**src/rtl/opres_pkg.sv**
```systemverilog
package opres_pkg;
  typedef enum logic [2:0] {
    OPK_CONST = 3'd0,
    OPK_REG   = 3'd1,
    OPK_INDEX = 3'd2,
    OPK_ABS   = 3'd3,
    OPK_IND   = 3'd4,
    OPK_INC   = 3'd5
  } opk_e;

  // how the final value is formed
  typedef enum logic [1:0] {
    VSEL_ZERO  = 2'd0,
    VSEL_CONST = 2'd1,
    VSEL_WORD  = 2'd2,
    VSEL_REL   = 2'd3
  } vsel_e;

  typedef enum logic {
    ST_IDLE  = 1'b0,
    ST_FETCH = 1'b1
  } st_e;
endpackage

```
**src/rtl/opres_mode_decode.sv**
```systemverilog
module opres_mode_decode
  import opres_pkg::*;
#(
  parameter int REG_W = 4,
  parameter int VAL_W = 20
) (
  input  logic             src_i,
  input  logic [REG_W-1:0] reg_i,
  input  logic [1:0]       mode_i,
  output opk_e             kind_o,
  output vsel_e            vsel_o,
  output logic             need_word_o,
  output logic [VAL_W-1:0] const_o
);
  localparam logic [REG_W-1:0] R_PC = REG_W'(0);
  localparam logic [REG_W-1:0] R_SR = REG_W'(2);
  localparam logic [REG_W-1:0] R_CG = REG_W'(3);

  function automatic logic [VAL_W-1:0] cval(input int v);
    return VAL_W'(v);
  endfunction

  always_comb begin
    kind_o      = OPK_REG;
    vsel_o      = VSEL_ZERO;
    need_word_o = 1'b0;
    const_o     = '0;
    if (src_i) begin
      unique case (mode_i)
        2'b00: begin
          if (reg_i == R_CG) begin
            kind_o = OPK_CONST; vsel_o = VSEL_CONST; const_o = cval(0);
          end
        end
        2'b01: begin
          if (reg_i == R_CG) begin
            kind_o = OPK_CONST; vsel_o = VSEL_CONST; const_o = cval(1);
          end else begin
            need_word_o = 1'b1;
            if (reg_i == R_PC) begin
              kind_o = OPK_ABS; vsel_o = VSEL_REL;
            end else if (reg_i == R_SR) begin
              kind_o = OPK_ABS; vsel_o = VSEL_WORD;
            end else begin
              kind_o = OPK_INDEX; vsel_o = VSEL_WORD;
            end
          end
        end
        2'b10: begin
          if (reg_i == R_SR) begin
            kind_o = OPK_CONST; vsel_o = VSEL_CONST; const_o = cval(4);
          end else if (reg_i == R_CG) begin
            kind_o = OPK_CONST; vsel_o = VSEL_CONST; const_o = cval(2);
          end else begin
            kind_o = OPK_IND;
          end
        end
        default: begin
          if (reg_i == R_PC) begin
            kind_o = OPK_CONST; vsel_o = VSEL_WORD; need_word_o = 1'b1;
          end else if (reg_i == R_SR) begin
            kind_o = OPK_CONST; vsel_o = VSEL_CONST; const_o = cval(8);
          end else if (reg_i == R_CG) begin
            kind_o = OPK_CONST; vsel_o = VSEL_CONST; const_o = '1;
          end else begin
            kind_o = OPK_INC;
          end
        end
      endcase
    end else if (mode_i[0]) begin
      need_word_o = 1'b1;
      if (reg_i == R_PC) begin
        kind_o = OPK_ABS; vsel_o = VSEL_REL;
      end else if (reg_i == R_SR) begin
        kind_o = OPK_ABS; vsel_o = VSEL_WORD;
      end else begin
        kind_o = OPK_INDEX; vsel_o = VSEL_WORD;
      end
    end
  end
endmodule

```
**src/rtl/opres_word_join.sv**
```systemverilog
module opres_word_join #(
  parameter int WORD_W = 16,
  parameter int PFX_W  = 4,
  parameter int VAL_W  = WORD_W + PFX_W
) (
  input  logic [WORD_W-1:0] bytes_i,
  input  logic              pfx_en_i,
  input  logic [PFX_W-1:0]  pfx_i,
  input  logic [VAL_W-1:0]  base_i,
  input  logic              rel_i,
  output logic [VAL_W-1:0]  value_o
);
  localparam int NBYTES = WORD_W / 8;

  logic [WORD_W-1:0] word;
  logic [VAL_W-1:0]  ext_word;

  // lane k holds the byte at base + k
  for (genvar k = 0; k < NBYTES; k++) begin : g_lane
    assign word[8*k +: 8] = bytes_i[8*k +: 8];
  end

  assign ext_word = {(pfx_en_i ? pfx_i : {PFX_W{1'b0}}), word};
  assign value_o  = rel_i ? (ext_word + base_i) : ext_word;
endmodule

```
**src/rtl/opres_top.sv**
```systemverilog
module opres_top
  import opres_pkg::*;
#(
  parameter int REG_W  = 4,
  parameter int WORD_W = 16,
  parameter int PFX_W  = 4,
  parameter int VAL_W  = WORD_W + PFX_W
) (
  input  logic              clk_i,
  input  logic              rst_ni,
  input  logic              start_i,
  input  logic              src_i,
  input  logic [REG_W-1:0]  reg_i,
  input  logic [1:0]        mode_i,
  input  logic              pfx_en_i,
  input  logic [PFX_W-1:0]  pfx_i,
  input  logic [VAL_W-1:0]  addr_i,
  output logic              fetch_valid_o,
  output logic [VAL_W-1:0]  fetch_addr_o,
  input  logic              fetch_ready_i,
  input  logic [WORD_W-1:0] fetch_data_i,
  output logic              done_o,
  output logic [2:0]        kind_o,
  output logic [REG_W-1:0]  reg_o,
  output logic [VAL_W-1:0]  value_o,
  output logic              words_o
);
  st_e               st_q;
  opk_e              dec_kind, kind_q;
  vsel_e             dec_vsel, vsel_q;
  logic              dec_need;
  logic [VAL_W-1:0]  dec_const;
  logic [VAL_W-1:0]  join_val;
  logic [VAL_W-1:0]  addr_q, value_q;
  logic [REG_W-1:0]  reg_q;
  logic              pfx_en_q, done_q, words_q;
  logic [PFX_W-1:0]  pfx_q;
  logic              accept, take;

  opres_mode_decode #(.REG_W(REG_W), .VAL_W(VAL_W)) u_dec (
    .src_i      (src_i),
    .reg_i      (reg_i),
    .mode_i     (mode_i),
    .kind_o     (dec_kind),
    .vsel_o     (dec_vsel),
    .need_word_o(dec_need),
    .const_o    (dec_const)
  );

  opres_word_join #(.WORD_W(WORD_W), .PFX_W(PFX_W), .VAL_W(VAL_W)) u_join (
    .bytes_i (fetch_data_i),
    .pfx_en_i(pfx_en_q),
    .pfx_i   (pfx_q),
    .base_i  (addr_q),
    .rel_i   (vsel_q == VSEL_REL),
    .value_o (join_val)
  );

  assign accept = (st_q == ST_IDLE) && start_i;
  assign take   = (st_q == ST_FETCH) && fetch_ready_i;

  always_ff @(posedge clk_i or negedge rst_ni) begin
    if (!rst_ni) begin
      st_q     <= ST_IDLE;
      kind_q   <= OPK_REG;
      vsel_q   <= VSEL_ZERO;
      addr_q   <= '0;
      reg_q    <= '0;
      pfx_en_q <= 1'b0;
      pfx_q    <= '0;
      value_q  <= '0;
      done_q   <= 1'b0;
      words_q  <= 1'b0;
    end else begin
      done_q <= 1'b0;
      if (accept) begin
        kind_q   <= dec_kind;
        vsel_q   <= dec_vsel;
        addr_q   <= addr_i;
        reg_q    <= reg_i;
        pfx_en_q <= pfx_en_i;
        pfx_q    <= pfx_i;
        if (dec_need) begin
          st_q <= ST_FETCH;
        end else begin
          value_q <= (dec_vsel == VSEL_CONST) ? dec_const : '0;
          words_q <= 1'b0;
          done_q  <= 1'b1;
        end
      end else if (take) begin
        st_q    <= ST_IDLE;
        value_q <= join_val;
        words_q <= 1'b1;
        done_q  <= 1'b1;
      end
    end
  end

  assign fetch_valid_o = (st_q == ST_FETCH);
  assign fetch_addr_o  = addr_q;
  assign done_o        = done_q;
  assign kind_o        = kind_q;
  assign reg_o         = reg_q;
  assign value_o       = value_q;
  assign words_o       = words_q;
endmodule

```
**config.mk**
```make
export PLATFORM = sky130hd
export DESIGN_NAME = opres_top
export DESIGN_NICKNAME = d
export VERILOG_FILES = /design/src/rtl/opres_pkg.sv /design/src/rtl/opres_mode_decode.sv /design/src/rtl/opres_word_join.sv /design/src/rtl/opres_top.sv
export SDC_FILE = /design/constraint.sdc
export NUM_CORES = 1
export LEC_CHECK = 0
export BUFFER_PORTS_ARGS = -buffer_cell sky130_fd_sc_hd__buf_2
export CAP_MARGIN = 20
export CORE_MARGIN = 1
export CORE_UTILIZATION = 57
export DETAILED_ROUTE_END_ITERATION = 12
export GPL_TIMING_DRIVEN = 0
export PLACE_DENSITY = 0.93
export SLEW_MARGIN = 25
export SYNTH_ARGS = -nofsm -noshare
export SYNTH_HDL_FRONTEND = slang
export SYNTH_SLANG_ARGS = --single-unit
```
**constraint.sdc**
```tcl
create_clock -name clk_i -period 5.3 [get_ports clk_i]
set_input_delay 0 -clock clk_i [delete_from_list [all_inputs] [get_ports clk_i]]
set_output_delay 0 -clock clk_i [all_outputs]
set_load 0.005 [all_outputs]
```
==> out/results.ini <==
[status]
outcome=finished, final reports clean

[die]
die-area_um2=6680
die_y_um=81.7
dieWidth_um=81.7
initial_utilization_pct=60.1
rows=28
fp.coreArea_um2=6030
io_pins=102

[timing]
rsz0062_at_grt=no
drv_slew=0
skew_ns=0.0124
setup_viol_count_final=0
finalCriticalPeriod_ns=2.72
finalHoldViolCount=0
relSlewSlack_pct=46.4
tns_ns=0
fin_crit_sh_pct=51.4
max_freq_ghz=0.367
tightest_slew_ns=0.801
fin_ws_ns=2.58

[routing]
drc=0
drtIter0Drc=215
first_pass_iters=5
vias=3894
ant_nets=0
vias_per_cell=5.85
wl_um=11200
wl_per_cell_um=16.9

[cts]
cts_sinks=57
hold_buffers=37
h-tree-depth=3
cts-resized-gates=0
numCtsBuffers=9
post_cts_buffers=0
cts.path.max_buffers=2
worstSkewPairLatency_ns=0.34
clk_pin_slew_ns=0.07
cts_root_buf=clkbuf_8
cts_tree=done

[finish]
syn2layout_area_growth_pct=32.6
antenna_cells=0
drive_gt1_share_pct=23.9
fillCellCount=400
fin_nets=658
final_util_pct=79.8

[placement]
place.gp.congestion=0.882
io_buffers=101
place_hpwl_um=7470
dp_slack_ns=2.64

[worst_setup_path]
startpoint_type=register
r2r_start=fetch_addr_o[0]$_DFFE_PN0P_
cp_data_required_time_ns=5.57
crit_type=register to register
critPathLaunch=fetch_addr_o[0]$_DFFE_PN0P_
crit_fanout=4
endpoint_kind=register
cp.arrival_ns=2.99

[synth]
ys_seq_elements=57
synth_warnings=0
synth_edf_count=0
syn-num-nets=509
yosysSeqAreaShare_pct=39.4
synth_cells=437
synth_cell_types=58
synthesis.area_um2=3620
syn_avg_cell_area_um2=8.29
synthFlopType=dfrtp_1
async_reset_ff_share_pct=100

[pwr]
p_leak_nw=2.36
powerDensity_nw_per_um2=334
peakVddDrop_uv=222

[global_route]
grt_pass1_vias=3832
grt_pass1_wl_um=17600
grt.total_usage_pct=34.9
grt_max_degree=58
antenna_found_initial=0
grt_overflow=0

[min_path]
worst_hold_path_type=input port to register
min_from=fetch_data_i[13]

[flow_run]
max_cap_viol_count=0

==> area by class of cell <==
type / instances / area, µm² / area share (%)
multi-input cells: 353 / 2050 / 42.7
flip-flops and latches: 57 / 1430 / 29.7
repair buffers: 138 / 878 / 18.3
clock buffers: 10 / 128 / 2.66
plain buffers: 20 / 115 / 2.40
well taps: 75 / 93.8 / 1.95
clock inverters: 6 / 82.6 / 1.72
inverters: 7 / 26.3 / 0.547
==> cell families after synthesis <==
family | after synthesis | synth area share [%]
AND/OR/NAND/NOR | 208 | 25.1
flip-flops | 57 | 39.4
XOR/XNOR | 12 | 2.90
multiplexers | 1 | 0.276
buffers and inverters | 27 | 3.90
adder cells (fa/ha/maj) | 20 | 7.11
AO/OA/AOI/OAI | 112 | 21.3
==> flip-flops by register name, indices dropped and copies added (netlist names) <==
signal and count:
done_o 1, fetch_addr_o 20, fetch_valid_o 1, kind_o 3
pfx_en_q 1, pfx_q 4, reg_o 4, value_o 20
vsel_q 2, words_o 1
==> layer usage <==
metal,GRT usage [%],part of all wire [%],vias to the layer above
li1,-,-,1846
met1,42.5,41,1813
met2,60.6,50,208
met3,6.33,7.2,27
met4,14.2,2.0,0
met5,0,0,-
==> cell usage after synthesis, types with 2 or more instances <==
cell         n  area, µm²
and2_1       7       43.8
o21a_1       5       37.5
ha_1        19        238
o31ai_1      2       15.0
a21oi_1     31        155
or4_1        2       15.0
nand4_1      6       37.5
a22oi_1      2       15.0
xnor2_1      7       61.3
a21o_1       3       22.5
nor4_1       2       12.5
and2b_1      2       15.0
clkbuf_1    10       37.5
nand3_1     10       50.1
a31oi_1      6       37.5
a21oi_2      2       17.5
nand2_1    120        450
nand2b_1     2       12.5
o21ai_0     18       90.1
o2111ai_2    2       30.0
nor2b_1      6       37.5
o2111ai_1    2       17.5
a221oi_1     5       43.8
buf_2        5       25.0
o32a_1       2       20.0
nor3_1       7       35.0
o21ai_1      8       40.0
nand3b_1     2       15.0
buf_6        4       45.0
nor2_1      37        139
o211ai_1     9       67.6
xor2_1       5       43.8
dfrtp_1     56       1400
inv_1        7       26.3
==> through the flow <==
step | hold slack, ns | cell area (µm²) | total power, mW | std cells
after floorplan | -0.296 | 3620 | 0.921 | 437
after global placement | 0.188 | 4220 | 1.10 | 613
after detailed placement | 0.111 | 4230 | 1.12 | 613
after CTS | 0.0101 | 4810 | 1.59 | 666
after global routing | 0.0313 | 4810 | 1.69 | 666
final | 0.0295 | 4810 | 1.61 | 666
==> placed cells by master (no fill, tap or decap), drive strengths merged, types with 2 or more instances in the layout <==
cell type | netlist | layout
ha | 19 | 19
nor3 | 7 | 7
nor4 | 2 | 2
nand3 | 10 | 10
nand4 | 6 | 6
a21oi | 33 | 33
o32a | 2 | 2
and2 | 7 | 7
o211ai | 10 | 10
a22oi | 2 | 2
clkbuf | 10 | 20
bufinv | 0 | 2
buf | 10 | 111
o21a | 5 | 5
nand2 | 120 | 120
nor2b | 6 | 6
a31oi | 6 | 6
inv | 7 | 7
nand2b | 3 | 3
xnor2 | 7 | 7
a21boi | 2 | 2
a211oi | 2 | 2
xor2 | 5 | 5
a21o | 3 | 3
o21ai | 26 | 26
or4 | 2 | 2
nand3b | 2 | 2
o2111ai | 4 | 4
a221oi | 5 | 5
nor2 | 37 | 37
o31ai | 2 | 2
clkinv | 0 | 3
dlygate4sd3 | 0 | 37
and2b | 3 | 3
dfrtp | 56 | 56
==> worst max-delay path, cell delays in order, from the launching register on <==
cell and delay [ns]:
dfrtp_1 0.38, ha_1 0.24, inv_1 0.08, fa_1 0.39, and2b_2 0.26, o2111ai_2 0.16, a21oi_2 0.26, nor2_1 0.08
or4_1 0.47, a31o_1 0.20, a21oi_2 0.12
==> worst paths after layout <==
check,end,slack [ns],cells after the start
max,value_o[12]$_DFFE_PN0P_,2.58,10
min,value_o[13]$_DFFE_PN0P_,0.03,3
max reg2reg,value_o[12]$_DFFE_PN0P_,2.58,10
min reg2reg,reg_o[0]$_DFFE_PN0P_,0.48,2
max in group asynchronous,fetch_addr_o[1]$_DFFE_PN0P_,4.55,2
min in group asynchronous,done_o$_DFF_PN0_,0.25,2
==> where the power goes <==
part	internal, mW	switching [mW]	total [mW]
Clock	0.262	0.189	0.452
Sequential	0.521	0.0625	0.583
Combinational	0.252	0.321	0.572
Total	1.03	0.572	1.61
Power figures use the tool's default switching activity.
